--- src/rtl/cpwm_pkg.sv ---
package cpwm_pkg;

    // Output controller states
    typedef enum logic [1:0] {
        ST_IDLE  = 2'd0,
        ST_GAP   = 2'd1,
        ST_DRV_A = 2'd2,
        ST_DRV_B = 2'd3
    } pair_state_t;

    // Which output the current counter position asks for
    typedef enum logic [1:0] {
        WANT_NONE = 2'd0,
        WANT_A    = 2'd1,
        WANT_B    = 2'd2
    } want_t;

endpackage

--- src/rtl/cpwm_cfg_bank.sv ---
module cpwm_cfg_bank #(
    parameter int CW  = 8,
    parameter int DTW = 4
) (
    input  logic           clk,
    input  logic           rst_n,
    input  logic           wr_en,
    input  logic [CW-1:0]  wr_period,
    input  logic [CW-1:0]  wr_duty_a,
    input  logic [CW-1:0]  wr_duty_b,
    input  logic [DTW-1:0] wr_dead,
    input  logic           take,
    output logic [CW-1:0]  per_q,
    output logic [CW-1:0]  duty_a_q,
    output logic [CW-1:0]  duty_b_q,
    output logic [DTW-1:0] dead_q
);

    logic [CW-1:0]  per_p, duty_a_p, duty_b_p;
    logic [DTW-1:0] dead_p;

    // pending set
    always_ff @(posedge clk or negedge rst_n) begin
        if (!rst_n) begin
            per_p    <= '0;
            duty_a_p <= '0;
            duty_b_p <= '0;
            dead_p   <= '0;
        end else if (wr_en) begin
            per_p    <= wr_period;
            duty_a_p <= wr_duty_a;
            duty_b_p <= wr_duty_b;
            dead_p   <= wr_dead;
        end
    end

    // active set, copied only when stopped or at a period end
    always_ff @(posedge clk or negedge rst_n) begin
        if (!rst_n) begin
            per_q    <= '0;
            duty_a_q <= '0;
            duty_b_q <= '0;
            dead_q   <= '0;
        end else if (take) begin
            per_q    <= per_p;
            duty_a_q <= duty_a_p;
            duty_b_q <= duty_b_p;
            dead_q   <= dead_p;
        end
    end

endmodule

--- src/rtl/cpwm_ramp.sv ---
module cpwm_ramp #(
    parameter int CW = 8
) (
    input  logic          clk,
    input  logic          rst_n,
    input  logic          run,
    input  logic [CW-1:0] period,
    output logic [CW-1:0] cnt,
    output logic          last
);

    localparam logic [CW:0] STEP = (CW+1)'(1);

    logic [CW:0] cnt_inc;

    assign cnt_inc = {1'b0, cnt} + STEP;
    assign last    = cnt_inc >= {1'b0, period};

    always_ff @(posedge clk or negedge rst_n) begin
        if (!rst_n) begin
            cnt <= '0;
        end else if (!run || last) begin
            cnt <= '0;
        end else begin
            cnt <= cnt_inc[CW-1:0];
        end
    end


    cnt_in_range_chk: assert property (@(posedge clk) disable iff (!rst_n)
        (cnt == '0) || (cnt < period));

endmodule

--- src/rtl/cpwm_gap_fsm.sv ---
module cpwm_gap_fsm
    import cpwm_pkg::*;
#(
    parameter int CW  = 8,
    parameter int DTW = 4
) (
    input  logic           clk,
    input  logic           rst_n,
    input  logic           run,
    input  logic [CW-1:0]  cnt,
    input  logic [CW-1:0]  duty_a,
    input  logic [CW-1:0]  duty_b,
    input  logic [DTW-1:0] dead,
    output logic           out_a,
    output logic           out_b
);

    localparam logic [DTW-1:0] AGE_MAX = '1;

    pair_state_t    state_q, state_d, pick;
    want_t          want, want_q;
    logic [DTW-1:0] age_q, age_d;
    logic           ref_a, ref_b, settled;

    // request decode from the shared counter
    always_comb begin
        ref_a = cnt < duty_a;
        ref_b = cnt >= duty_b;
        unique case ({ref_a, ref_b})
            2'b10:   want = WANT_A;
            2'b01:   want = WANT_B;
            default: want = WANT_NONE;
        endcase
    end

    // how long the current request has held, saturating
    always_comb begin
        if (state_q != ST_IDLE && want == want_q) begin
            age_d = (age_q == AGE_MAX) ? age_q : age_q + 1'b1;
        end else begin
            age_d = '0;
        end
        settled = age_d >= dead;
        if (want == WANT_A && settled) begin
            pick = ST_DRV_A;
        end else if (want == WANT_B && settled) begin
            pick = ST_DRV_B;
        end else begin
            pick = ST_GAP;
        end
    end

    // next state
    always_comb begin
        unique case (state_q)
            ST_IDLE:  state_d = run ? pick : ST_IDLE;
            ST_GAP:   state_d = run ? pick : ST_IDLE;
            ST_DRV_A: state_d = run ? pick : ST_IDLE;
            ST_DRV_B: state_d = run ? pick : ST_IDLE;
            default:  state_d = ST_IDLE;
        endcase
    end

    // state register
    always_ff @(posedge clk or negedge rst_n) begin
        if (!rst_n) begin
            state_q <= ST_IDLE;
            want_q  <= WANT_NONE;
            age_q   <= '0;
        end else begin
            state_q <= state_d;
            want_q  <= want;
            age_q   <= age_d;
        end
    end

    // outputs
    always_comb begin
        unique case (state_q)
            ST_DRV_A: begin out_a = 1'b1; out_b = 1'b0; end
            ST_DRV_B: begin out_a = 1'b0; out_b = 1'b1; end
            default:  begin out_a = 1'b0; out_b = 1'b0; end
        endcase
    end


    no_overlap_chk: assert property (@(posedge clk) disable iff (!rst_n)
        !(out_a && out_b));


    gap_before_a_chk: assert property (@(posedge clk) disable iff (!rst_n)
        ($rose(out_a) && $past(dead) != '0) |-> !$past(out_b));


    gap_before_b_chk: assert property (@(posedge clk) disable iff (!rst_n)
        ($rose(out_b) && $past(dead) != '0) |-> !$past(out_a));

endmodule

--- src/rtl/cpwm_pair.sv ---
module cpwm_pair #(
    parameter int CW  = 8,
    parameter int DTW = 4
) (
    input  logic           clk,
    input  logic           rst_n,
    input  logic           run,
    input  logic           cfg_we,
    input  logic [CW-1:0]  cfg_period,
    input  logic [CW-1:0]  cfg_duty_a,
    input  logic [CW-1:0]  cfg_duty_b,
    input  logic [DTW-1:0] cfg_dead,
    output logic           out_a,
    output logic           out_b
);

    logic [CW-1:0]  per_q, duty_a_q, duty_b_q, cnt;
    logic [DTW-1:0] dead_q;
    logic           last, take;

    assign take = !run || last;

    cpwm_cfg_bank #(.CW(CW), .DTW(DTW)) u_cfg (
        .clk       (clk),
        .rst_n     (rst_n),
        .wr_en     (cfg_we),
        .wr_period (cfg_period),
        .wr_duty_a (cfg_duty_a),
        .wr_duty_b (cfg_duty_b),
        .wr_dead   (cfg_dead),
        .take      (take),
        .per_q     (per_q),
        .duty_a_q  (duty_a_q),
        .duty_b_q  (duty_b_q),
        .dead_q    (dead_q)
    );

    cpwm_ramp #(.CW(CW)) u_ramp (
        .clk    (clk),
        .rst_n  (rst_n),
        .run    (run),
        .period (per_q),
        .cnt    (cnt),
        .last   (last)
    );

    cpwm_gap_fsm #(.CW(CW), .DTW(DTW)) u_fsm (
        .clk    (clk),
        .rst_n  (rst_n),
        .run    (run),
        .cnt    (cnt),
        .duty_a (duty_a_q),
        .duty_b (duty_b_q),
        .dead   (dead_q),
        .out_a  (out_a),
        .out_b  (out_b)
    );


    stop_quiet_chk: assert property (@(posedge clk) disable iff (!rst_n)
        !run |=> (!out_a && !out_b));


    mid_period_hold_chk: assert property (@(posedge clk) disable iff (!rst_n)
        ($past(run) && cnt != '0) |->
        ($stable(per_q) && $stable(duty_a_q) && $stable(duty_b_q) && $stable(dead_q)));

endmodule

--- config.mk ---
export PLATFORM = sky130hd
export DESIGN_NAME = cpwm_pair
export DESIGN_NICKNAME = d
export VERILOG_FILES = /design/src/rtl/cpwm_pkg.sv /design/src/rtl/cpwm_cfg_bank.sv /design/src/rtl/cpwm_ramp.sv /design/src/rtl/cpwm_gap_fsm.sv /design/src/rtl/cpwm_pair.sv
export SDC_FILE = /design/constraint.sdc
export NUM_CORES = 1
export LEC_CHECK = 0
export BUFFER_PORTS_ARGS = -buffer_cell sky130_fd_sc_hd__buf_2
export CORE_ASPECT_RATIO = 1.5
export CORE_MARGIN = 2
export CORE_UTILIZATION = 55
export CTS_BUF_LIST = sky130_fd_sc_hd__clkbuf_8
export CTS_CLUSTER_SIZE = 25
export DETAILED_ROUTE_END_ITERATION = 10
export PLACE_DENSITY_LB_ADDON = 0.15
export SYNTH_ARGS = -nofsm -noshare
export SYNTH_HDL_FRONTEND = slang
export SYNTH_HIERARCHICAL = 1
export SYNTH_SLANG_ARGS = --single-unit
export TNS_END_PERCENT = 1
--- constraint.sdc ---
create_clock -name clk -period 5.6 [get_ports clk]
set_input_delay 1.12 -clock clk [delete_from_list [all_inputs] [get_ports clk]]
set_output_delay 1.12 -clock clk [all_outputs]
set_load 0.02 [all_outputs]
==> metrics.yaml <==
status: "complete, no violations"
grt_use_total_pct: 18.19
crit_start: "u_ramp/cnt[2]"
synth-simple-area-share_pct: 7.787
grtUsageMet2_pct: 29.23
met3_usage_pct: 4.629
synth_edf_count: 0
drcViolationCount: 0
core_um2: 6531
max_stage_delay_ns: 0.51
yosys_warnings: 6
boundaryPins: 34
crit_chain: "ha_1 > nand2_1 > o21ai_0 > a21oi_4 > or4b_1 > o311a_4 > or3_1 > ha_1 > nand2b_1 > a21o_1 > a21o_1 > a21oi_1 > and3b_2"
antenna_left: 0
yosysTopAreaCell: "dfrtp_1"
tns_ns: 0
ys_seq_area_share_pct: 48.13
post_cts_resized: 0
synthTopCellsByCount: "dfrtp_1 (72), mux2_4 (40), ha_1 (29), inv_1 (28), mux2_2 (16)"
dp.cells: 379
grt_max_degree: 73
finalPower_mw: 1.253
fin_skew_ns: 0.01195
design_area_um2: 4083
final-instance-count-excl-fill: 395
synth_cell_types: 41
met1_usage_pct: 23.58
clk_path_buf_depth: 2
drive_gt1_share_pct: 37.30
slowest_stage: "or4b_1"
final_hold_viol_count: 0
clock-root-buffer: "clkbuf_8"
critPathLaunchType: "flop"
synth_xor_area_share_pct: 1.872
synth_compound_area_share_pct: 5.849
worstMarginPinSlew_ns: 0.9103
antenna_found_initial: 0
synth_flop_cell: "dfrtp_1"
critPathTopFamily: "simple AND/OR/NAND/NOR gates"
hold_path_class: "flop to flop"
insertion_delay_ns: 0.34
end_kind: "flop"
period_needed_ns: 3.639
fin_hold_ws_ns: 0.5057
final.setup.worst_slack_ns: 1.961
cts-hold-fix-buffers: 0
setup_viol: 0
period_share_pct: 64.98
routed_via_density: 5.380
dpl_cell_area_um2: 3911
antenna_cells: 0
tritoncts: "done"
ys_async_sr_fraction_pct: 100.0
avgSynthCellArea_um2: 13.61
synthesis.nets: 336
cp.arrival_ns: 3.87
ir_drop_mv: 0.2084
hpwl_um: 4038
vias: 2125
synthTopCellsByArea: "dfrtp_1 (48%), mux2_4 (16%), ha_1 (9.7%)"
drt_iter0_drc: 84
die_area_um2: 7496
portBuffers: 33
netlist_area_um2: 3744
ys_seq_elements: 72
start_util_pct: 57.32
r2r-start: "u_ramp/cnt[2]"
gp_congestion: 0.7957
final_nets: 375
total_leakage_power_nw: 2.166
slew_headroom_pct: 39.32
power_density_nw_per_um2: 306.9
required_ns: 5.83
grt_pass1_wl_um: 10610
area_delta_synth_final_pct: 9.058
clk_pin_slew_ns: 0.08
die_w_um: 71.36
worstHoldStart: "u_cfg/per_p[5]"
crit_fanout: 5
wirelength_um: 5771
cts_made_buffers: 9
grt-ovfl-total: 0
synth.most_common_cell: "dfrtp_1"
yosysTopAreaCellShare_pct: 48.13
maxCapViolations: 0
crit_buf_inv: 0
post-route-util_pct: 62.51
first_pass_iters: 4
rsz0062_at_grt: "no"
synth_top_family_by_area: "multiplexers"
grt_busiest_layer: "met2"
synthMuxAreaShare_pct: 21.12
num_rows: 36
cts_sinks: 72
postCtsSetupBuffers: 0
htreeDepth: 3
fmax_mhz: 274.8
synth_cells: 275
first_global_vias: 2258
dp_slack_ns: 1.960
wl_per_cell_um: 14.61
synth_adder_area_share_pct: 9.693
criticalPathCategory: "flop to flop"
maxSlewViolCount: 0
die_y_um: 105.0
fill_cells: 498
per-layer routing:
metal	routed length (um)	vias to the layer above
li1	-	1050
met1	2633	1040
met2	2882	29
met3	182	6
met4	72	0
met5	0	-
cell families (layout without fill, tap and decap cells):
kind of cell    count (synthesis)  count (layout)
compound gates                 25              25
xor+xnor                        8               8
fa+ha+maj                      29              29
buf+inv                        34              78
flops                          72              72
mux                            57              57
simple gates                   50              50
worst paths after layout:
kind,endpoint,cells after the start,slack (ns)
max reg2reg,u_fsm/state_q[1],13,1.96
min,u_cfg/per_q[5],1,0.51
max in group asynchronous,u_fsm/want_q[1],2,4.06
min in group asynchronous,u_cfg/duty_b_p[3],2,0.98
max,u_fsm/state_q[1],13,1.96
min reg2reg,u_cfg/per_q[5],1,0.51
layout by cell type (no fill, tap or decap), types with 2 or more instances in the layout:
cell type	n
dfrtp_1	72
mux2_4	40
buf_2	33
ha_1	29
inv_1	28
mux2_2	16
clkbuf_8	9
a21o_1	9
nand3_1	8
nand2_1	8
nor3_1	8
xnor2_1	4
xor2_1	4
clkinv_2	3
nand2b_1	3
and3_1	3
a21oi_1	3
and3_2	3
nor2_1	3
nor4b_1	3
clkinvlp_4	2
nor2b_1	2
o21ai_0	2
worst reg2reg max path: stages (launching register included):
cell and delay, ns:
dfrtp_1 0.44, ha_1 0.33, nand2_1 0.05, o21ai_0 0.40
a21oi_4 0.14, or4b_1 0.51, o311a_4 0.16, or3_1 0.39
ha_1 0.27, nand2b_1 0.14, a21o_1 0.17, a21o_1 0.17
a21oi_1 0.17, and3b_2 0.22
power by group:
group | switching [mW] | total, mW | internal [mW]
clock network | 0.197 | 0.357 | 0.160
registers | 0.0450 | 0.635 | 0.590
logic | 0.113 | 0.261 | 0.147
total | 0.355 | 1.25 | 0.898
registers in the layout, summed over array words and instances, names as in the netlist, 8 cells and up:
signal	count
u_cfg/duty_b_q	8
u_cfg/duty_b_p	8
u_cfg/per_q	8
u_cfg/per_p	8
u_cfg/duty_a_p	8
u_cfg/duty_a_q	8
u_ramp/cnt	8
layout make-up:
cell class / instances / area, um2 / area share [%]
Inverter: 28 / 105.1 / 2.574
Clock buffer: 9 / 123.9 / 3.034
Sequential cell: 72 / 1802 / 44.13
Tap cell: 76 / 95.09 / 2.329
Clock inverter: 7 / 47.55 / 1.165
Timing Repair Buffer: 34 / 172.7 / 4.229
Multi-Input combinational cell: 169 / 1737 / 42.54
Note: power is estimated with default switching activity, not from simulation.
